`src/rtl/dpd_pkg.sv`:
```
package dpd_pkg;

  typedef enum logic [1:0] {
    ST_HALT = 2'd0,
    ST_RUN  = 2'd1,
    ST_SLOW = 2'd2
  } dstate_e;

  typedef struct packed {
    logic [7:0] op;
    logic [1:0] len;
    logic       bad;
  } ifld_t;

  function automatic logic [1:0] len_code(input logic [7:0] first);
    return first[1:0];
  endfunction

endpackage

```
`src/rtl/dpd_window.sv`:
```
module dpd_window #(
  parameter int WIN = 64,
  parameter int AW  = 6,
  parameter int NRD = 2
) (
  input  logic                    clk,
  input  logic                    rst_n,
  input  logic                    wr_en,
  input  logic [AW-1:0]           wr_addr,
  input  logic [7:0]              wr_data,
  input  logic                    tag_set,
  input  logic [AW-1:0]           tag_addr,
  input  logic                    tag_clr,
  input  logic [NRD-1:0][AW-1:0]  rd_addr,
  output logic [NRD-1:0][7:0]     rd_byte,
  output logic [NRD-1:0]          rd_tag
);

  logic [7:0]     mem [WIN];
  logic [WIN-1:0] tags_q;

  always_ff @(posedge clk) begin
    if (wr_en) mem[wr_addr] <= wr_data;
  end

  always_ff @(posedge clk) begin
    if (!rst_n)       tags_q <= '0;
    else if (tag_clr) tags_q <= '0;
    else if (tag_set) tags_q[tag_addr] <= 1'b1;
  end

  for (genvar k = 0; k < NRD; k++) begin : g_rd
    assign rd_byte[k] = mem[rd_addr[k]];
    assign rd_tag[k]  = tags_q[rd_addr[k]];
  end

endmodule

```
`src/rtl/dpd_ctrl.sv`:
```
module dpd_ctrl
  import dpd_pkg::*;
#(
  parameter int AW = 6
) (
  input  logic                clk,
  input  logic                rst_n,
  input  logic                redir_valid,
  input  logic [AW-1:0]       redir_pc,
  input  logic                load_ok,
  output logic [1:0][AW-1:0]  rd_addr,
  input  logic [1:0][7:0]     rd_byte,
  input  logic [1:0]          rd_tag,
  output logic                tag_set,
  output logic [AW-1:0]       tag_addr,
  output logic                ld,
  output logic [1:0]          ld_vld,
  output logic [AW-1:0]       ld_pc0,
  output ifld_t               ld_f0,
  output logic [AW-1:0]       ld_pc1,
  output ifld_t               ld_f1
);

  localparam int PADW = AW - 2;

  dstate_e       st_q;
  logic [AW-1:0] pc_q;
  logic          step_q;
  logic [7:0]    sbyte_q;

  logic [1:0]    len0, len1, slen;
  logic [AW-1:0] nxt, after_pair;
  logic          fast0, fast1, slow_done;

  always_comb begin
    len0       = len_code(rd_byte[0]);
    nxt        = pc_q + {{PADW{1'b0}}, len0};
    rd_addr[0] = pc_q;
    rd_addr[1] = nxt;
    len1       = len_code(rd_byte[1]);
    after_pair = nxt + {{PADW{1'b0}}, len1};
    slen       = len_code(sbyte_q);

    fast0     = (st_q == ST_RUN) && rd_tag[0] && (len0 != 2'd0);
    fast1     = fast0 && rd_tag[1] && (len1 != 2'd0);
    slow_done = (st_q == ST_SLOW) && step_q && load_ok;

    ld     = !redir_valid && load_ok && (fast0 || slow_done);
    ld_vld = slow_done ? 2'b01 : {fast1, 1'b1};
    ld_pc0 = pc_q;
    ld_pc1 = nxt;
    if (slow_done) ld_f0 = '{op: sbyte_q, len: slen, bad: (slen == 2'd0)};
    else           ld_f0 = '{op: rd_byte[0], len: len0, bad: 1'b0};
    ld_f1 = '{op: rd_byte[1], len: len1, bad: 1'b0};

    tag_set  = slow_done && (slen != 2'd0) && !redir_valid;
    tag_addr = pc_q;
  end

  always_ff @(posedge clk) begin
    if (!rst_n) begin
      st_q    <= ST_HALT;
      pc_q    <= '0;
      step_q  <= 1'b0;
      sbyte_q <= '0;
    end else if (redir_valid) begin
      st_q   <= ST_RUN;
      pc_q   <= redir_pc;
      step_q <= 1'b0;
    end else begin
      unique case (st_q)
        ST_RUN: begin
          if (fast0) begin
            if (load_ok) pc_q <= fast1 ? after_pair : nxt;
          end else begin
            st_q    <= ST_SLOW;
            step_q  <= 1'b0;
            sbyte_q <= rd_byte[0];
          end
        end
        ST_SLOW: begin
          if (!step_q) begin
            step_q <= 1'b1;
          end else if (load_ok) begin
            step_q <= 1'b0;
            if (slen == 2'd0) begin
              st_q <= ST_HALT;
            end else begin
              st_q <= ST_RUN;
              pc_q <= pc_q + {{PADW{1'b0}}, slen};
            end
          end
        end
        default: ;
      endcase
    end
  end

endmodule

```
`src/rtl/dpd_outreg.sv`:
```
module dpd_outreg
  import dpd_pkg::*;
#(
  parameter int AW = 6
) (
  input  logic          clk,
  input  logic          rst_n,
  input  logic          ld,
  input  logic [1:0]    ld_vld,
  input  logic [AW-1:0] ld_pc0,
  input  ifld_t         ld_f0,
  input  logic [AW-1:0] ld_pc1,
  input  ifld_t         ld_f1,
  input  logic          ready,
  output logic          load_ok,
  output logic [1:0]    vld,
  output logic [AW-1:0] pc0,
  output ifld_t         f0,
  output logic [AW-1:0] pc1,
  output ifld_t         f1
);

  assign load_ok = !vld[0] || ready;

  always_ff @(posedge clk) begin
    if (!rst_n) begin
      vld <= '0;
      pc0 <= '0;
      pc1 <= '0;
      f0  <= '0;
      f1  <= '0;
    end else if (ld) begin
      vld <= ld_vld;
      pc0 <= ld_pc0;
      f0  <= ld_f0;
      pc1 <= ld_pc1;
      f1  <= ld_f1;
    end else if (ready) begin
      vld <= '0;
    end
  end

endmodule

```
`src/rtl/dual_path_decoder.sv`:
```
module dual_path_decoder
  import dpd_pkg::*;
#(
  parameter  int WIN_BYTES = 64,
  localparam int AW        = $clog2(WIN_BYTES)
) (
  input  logic          clk,
  input  logic          rst_n,
  input  logic          fill_we,
  input  logic [AW-1:0] fill_addr,
  input  logic [7:0]    fill_data,
  input  logic          flush_tags,
  input  logic          redir_valid,
  input  logic [AW-1:0] redir_pc,
  output logic [1:0]    slot_vld,
  input  logic          dec_ready,
  output logic [AW-1:0] s0_pc,
  output logic [1:0]    s0_len,
  output logic [7:0]    s0_op,
  output logic          s0_bad,
  output logic [AW-1:0] s1_pc,
  output logic [1:0]    s1_len,
  output logic [7:0]    s1_op
);

  logic [1:0][AW-1:0] rd_addr;
  logic [1:0][7:0]    rd_byte;
  logic [1:0]         rd_tag;
  logic               tag_set, load_ok, ld;
  logic [AW-1:0]      tag_addr, ld_pc0, ld_pc1;
  logic [1:0]         ld_vld;
  ifld_t              ld_f0, ld_f1, f0, f1;

  dpd_window #(.WIN(WIN_BYTES), .AW(AW), .NRD(2)) u_win (
    .clk(clk), .rst_n(rst_n),
    .wr_en(fill_we), .wr_addr(fill_addr), .wr_data(fill_data),
    .tag_set(tag_set), .tag_addr(tag_addr), .tag_clr(flush_tags),
    .rd_addr(rd_addr), .rd_byte(rd_byte), .rd_tag(rd_tag)
  );

  dpd_ctrl #(.AW(AW)) u_ctrl (
    .clk(clk), .rst_n(rst_n),
    .redir_valid(redir_valid), .redir_pc(redir_pc),
    .load_ok(load_ok),
    .rd_addr(rd_addr), .rd_byte(rd_byte), .rd_tag(rd_tag),
    .tag_set(tag_set), .tag_addr(tag_addr),
    .ld(ld), .ld_vld(ld_vld),
    .ld_pc0(ld_pc0), .ld_f0(ld_f0), .ld_pc1(ld_pc1), .ld_f1(ld_f1)
  );

  dpd_outreg #(.AW(AW)) u_out (
    .clk(clk), .rst_n(rst_n),
    .ld(ld), .ld_vld(ld_vld),
    .ld_pc0(ld_pc0), .ld_f0(ld_f0), .ld_pc1(ld_pc1), .ld_f1(ld_f1),
    .ready(dec_ready), .load_ok(load_ok),
    .vld(slot_vld), .pc0(s0_pc), .f0(f0), .pc1(s1_pc), .f1(f1)
  );

  assign s0_op  = f0.op;
  assign s0_len = f0.len;
  assign s0_bad = f0.bad;
  assign s1_op  = f1.op;
  assign s1_len = f1.len;

endmodule

```
`config.mk`:
```
export PLATFORM = sky130hd
export DESIGN_NAME = dual_path_decoder
export DESIGN_NICKNAME = d
export VERILOG_FILES = /design/src/rtl/dpd_pkg.sv /design/src/rtl/dpd_window.sv /design/src/rtl/dpd_ctrl.sv /design/src/rtl/dpd_outreg.sv /design/src/rtl/dual_path_decoder.sv
export SDC_FILE = /design/constraint.sdc
export NUM_CORES = 1
export LEC_CHECK = 0
export BUFFER_PORTS_ARGS = -buffer_cell sky130_fd_sc_hd__buf_2
export CORE_ASPECT_RATIO = 0.7
export CORE_MARGIN = 1
export CORE_UTILIZATION = 60
export CTS_BUF_LIST = sky130_fd_sc_hd__clkbuf_16
export CTS_CLUSTER_DIAMETER = 80
export DETAILED_ROUTE_END_ITERATION = 10
export GPL_TIMING_DRIVEN = 0
export PLACE_DENSITY = 0.77
export SETUP_SLACK_MARGIN = 0.5
export SYNTH_ARGS = -nofsm -noshare
export SYNTH_HDL_FRONTEND = slang
export SYNTH_HIERARCHICAL = 1
export SYNTH_SLANG_ARGS = --single-unit
```
`constraint.sdc`:
```
create_clock -name clk -period 7.5 [get_ports clk]
set_input_delay 1.5 -clock clk [delete_from_list [all_inputs] [get_ports clk]]
set_output_delay 1.5 -clock clk [all_outputs]
set_load 0.02 [all_outputs]
```
---- Word level (Yosys, flattened, before mapping) ----
Memory sizes are Yosys's and may differ from the RTL's. A register that Yosys moved wholly into a read port is not among the register bits.
Cells that the tools add are included.
storage, ports and cells
  RAM bits ................................ 512
  memories kept ........................... 1
  register bits after elaboration ......... 116
  bits of input ports ..................... 26
cells by class
  eq/ne operators ......................... 11
  reduce and logical (&&, ||, !) cells .... 29
  add/sub/neg operators ................... 3
  bitwise logic cells ..................... 4
  magnitude comparators ................... 3
  muxes and demuxes ....................... 32
memories
  name       words  bits a word  rd ports  clocked after Yosys merged registers in  write ports  RTL line          RTL
  u_win.mem  64     8            2         1                                        1            dpd_window.sv:19  logic [7:0] mem [WIN];
operators with widths
  operator                                                                              number
  64-bit OR                                                                             1
  6-bit two-way mux                                                                     9
  6-bit by 2-bit adder with 6-bit output                                                3
  6-bit by 7-bit < comparator with 1-bit output (second input constant)                 2
  1-bit binary-select mux with 6-bit select                                             2
  2-bit two-way mux                                                                     6
  3-bit by 2-bit != test with 1-bit output (second input constant)                      4
  6-bit case mux with 2 select lines                                                    1
  1-bit logical AND                                                                     11
  11-bit two-way mux                                                                    1
  1-bit two-way mux                                                                     10
  2-bit nonzero test                                                                    5
  4-bit AND reduction                                                                   2
  1-bit demux with 6-bit select                                                         1
  6-bit by 1-bit greater-or-equal comparator with 1-bit output (second input constant)  1
  3-bit != test (second input constant)                                                 2
  6-bit AND reduction                                                                   1
  2-bit by 1-bit != test with 1-bit output (second input constant)                      2
  2-bit case mux with 2 select lines                                                    1
  2-bit OR reduction                                                                    2
  1-bit inverter                                                                        3
  3-bit AND reduction                                                                   1
  3-bit nonzero test                                                                    1
  2-bit by 1-bit equality test with 1-bit output (second input constant)                1
  7 further kinds                                                                       9

---- Longest topological paths before layout ----
  depth after elaboration ................. 13
  mapped depth ............................ 28
  gate-level depth less buffers ........... 20

---- Modules after synthesis ----
The synthesis kept the hierarchy.
modules (own cells, without submodules)
  module      instances  cells an instance  area each (µm²)
  dpd_window  1          1,586              27,331.2
  dpd_ctrl    1          189                1,607.8
  dpd_outreg  1          118                1,391.3

---- Worst setup path after synthesis ----
OpenSTA, ideal clock, no wires.
  kind .................................... reg-to-reg
  start point ............................. register u_ctrl.pc_q[1], in the netlist u_ctrl/ld_pc0[1]
  end point ............................... register u_ctrl.pc_q[3], in the netlist u_ctrl/ld_pc0[3]
  path slack .............................. 1,471 ps
  arrival time ............................ 5,955 ps
  clock period less this slack ............ 6,029 ps
  stages on the path, launching flop included .. 25
  setup time .............................. 74 ps
  buffers on the path ..................... 7
  path through ............................ dfxtp_1 > buf_4 > buf_4 > buf_4 > mux4_2 > mux2_2 > o21ai_0 > o211ai_1 > ha_1 > fa_1 > xor2_1 > buf_4 > buf_2 > buf_2 > buf_2 > mux4_2 > o22ai_1 > nor4_1 > mux2_2 > ha_1 > a21o_1 > and2_1 > and3_4 > or4_1 > a31oi_1
RTL lines
  item                    RTL line        RTL
  start, declared         dpd_ctrl.sv:27  logic [AW-1:0] pc_q;
  start signal, assigned  dpd_ctrl.sv:68  pc_q <= redir_pc;
  start signal, assigned  dpd_ctrl.sv:74  if (load_ok) pc_q <= fast1 ? after_pair : nxt;
  start signal, assigned  dpd_ctrl.sv:90  pc_q <= pc_q + {{PADW{1'b0}}, slen};

==> results.md <==
- Num rows: 68
- Synth Net Count: 1923
- Total GRT Usage: 41.1%
- CP Data Arrival Time: 7.54 ns
- Storage element area: 0.0177 mm2
- CP max-delay cell: fa_2
- Fmax: 143 MHz
- Drt wl/cell: 38.2 um
- CP Launch Type: flip-flop
- GRT overflow: 0
- Number of vias in the routed layout: 21100
- Post-layout power: 9.75 mW
- Final Util: 68.9%
- Clk Latency, worst-skew pair: 0.66 ns
- Initial antenna violation count: 3
- Initial core utilization: 61.2%
- Mapped Avg Cell Area: 16.0 um2
- H-tree depth: 2
- CP max stage delay: 0.67 ns
- DIE AREA: 0.0514 mm2
- CTS Buf Count: 57
- Dpl hpwl: 72.2 mm
- CP Max Fanout: 12
- Max-Slew Margin vs Limit: -3.31%
- Violated checks: max-capacitance violations, max-slew violations
- Max Buffers Root-to-Sink: 3
- Share of cells above drive strength 1: 30.5%
- Routed wire length: 105 mm
- Fin crit period: 6.98 ns
- Setup crit end kind: flip-flop
- Residual DRC count: 0
- Area Overhead vs Synth: 12.7%
- Die X-Extent: 271 um
- Data required, critical path: 8.06 ns
- RePlAce Congestion: 1.08
- Hold Path Class: reg -> reg
- Static leakage: 10.9 nW
- Worst Setup Path Type: reg -> reg
- Buffers on Ports: 54
- Fill cell count: 3234
- Cells after synthesis: 1888
- FF-to-FF setup slack: 0.52 ns
- Status: finished with violations
- Core footprint: 0.0495 mm2
- ANT nets after route: 0
- Top Ports: 61
- Buf/Inv on CP: 8
- Cell family with most CP delay: buffers and inverters
- Pre-Repair DR Iteration Count: 7
- Largest net degree at the start of global routing: 65
- Final Hold Viols: 0
- Nets@finish: 2058
- Power per cell area: 286 mW/mm2
- Clock skew: 0.0349 ns
- DR vias/cell: 7.72
- Footprint of the multi-input gates: 0.0118 mm2
- VDD IR-drop max: 0.262 mV
- Clock sink total: 628
- Post-Syn Area: 0.0303 mm2
- Final WS setup: 0.521 ns
- Synth warn: 6
- DR iter-0 viols: 3839
- CTS tree: done
- Unrepaired setup endpoints after global routing: false
- Most common cell on crit path: buf_4
- Finish-stage setup viols: 0
- Number of global-route vias before repair: 20100
- Setup WS pre-CTS: -1.70 ns
- Fin crit share: 93.0%
- First-pass GRT wire length: 146 mm
- Maxcap violations: 2
- Max Slew Vio Count: 10
- Clock transition at path regs: 0.06 ns
- Worst Tran Pin Value: 1.54 ns
- Root Driver: clkbuf_16
- Chip Height: 190 um
[cell usage in the layout (no fill, tap or decap), types with 12 or more instances in the layout]
master and n:
mux4_2 256, nor2b_1 78, nor3_1 18, edfxtp_1 512, clkinv_2 12, mux4_1 18
mux2i_1 113, nand2b_1 18, nand2_1 42, dfxtp_1 112, nand3_1 21, buf_6 24
o22ai_1 34, clkbuf_16 57, clkbuf_1 32, nor2_1 177, a21oi_1 69, a22oi_1 21
buf_2 71, o21ai_0 17, buf_4 77, a211oi_1 13, inv_1 15, mux2_2 24
[area by class of cell]
cell class,instances,share of cell area [%]
flip-flops and latches,628,51.9
repair buffers,77,1.34
well taps,665,2.44
diodes,4,0.0293
clock inverters,51,1.66
clock buffers,57,4.18
inverters,8,0.0880
multi-input cells,1090,34.6
plain buffers,161,3.78
[routing by layer]
layer	GRT usage [%]	share of wire, %	wire [um]
met1	57.8	36	38000
met2	54.5	40	41500
met3	20.3	19	20000
met4	16.1	4.8	5070
met5	0.658	0.082	86
[where the power goes]
group,switching [mW],internal [mW]
Combinational,1.69,1.11
Sequential,0.0267,3.79
Clock,1.37,1.75
Total,3.09,6.66
[final timing paths]
kind,end,cells past startpoint,startpoint
setup / recovery,u_ctrl/ld_pc0[3]$_SDFFE_PN0P_,25,u_ctrl/ld_pc0[2]$_SDFFE_PN0P_
hold / removal,u_win/tags_q[43]$_SDFFE_PP0P_,2,u_win/tags_q[43]$_SDFFE_PP0P_
setup reg to reg,u_ctrl/ld_pc0[3]$_SDFFE_PN0P_,25,u_ctrl/ld_pc0[2]$_SDFFE_PN0P_
hold reg to reg,u_win/tags_q[43]$_SDFFE_PP0P_,2,u_win/tags_q[43]$_SDFFE_PP0P_
[repair_timing]
item                                    in CTS  in global routing
setup buffers                                4                 16
pin swaps                                    1                  6
endpoints found under the hold margin        0                  0
endpoints found under the setup margin      17                  6
hold buffers                                 0                  0
gates resized for setup                     99                 51
[stage by stage]
step | hold WS [ns] | TNS, ns | cell area, um2 | std cells
2_1_floorplan | 0.446 | 0 | 30300 | 1888
3_3_place_gp | 0.461 | -26.69 | 31400 | 2607
3_5_place_dp | 0.480 | -13.18 | 31400 | 2610
4_1_cts | 0.499 | 0 | 33800 | 2721
5_1_grt | 0.530 | 0 | 34100 | 2737
6_report | 0.506 | 0 | 34100 | 2741
[registers in the layout, indices dropped and copies added (netlist names)]
signal,count
u_ctrl/ld_pc0,6
u_out/f0,11
u_ctrl/st_q,2
u_out/f1,10
u_out/pc0,6
u_win/mem,512
u_out/vld,2
u_ctrl/sbyte_q,8
u_out/pc1,6
u_ctrl/step_q,1
u_win/tags_q,64
[tightest hold or removal path: stages (launching register included)]
cell	delay, ns
dfxtp_1	0.35
a21oi_1	0.05
nor2_1	0.08
(Power assumes the default switching activity.)
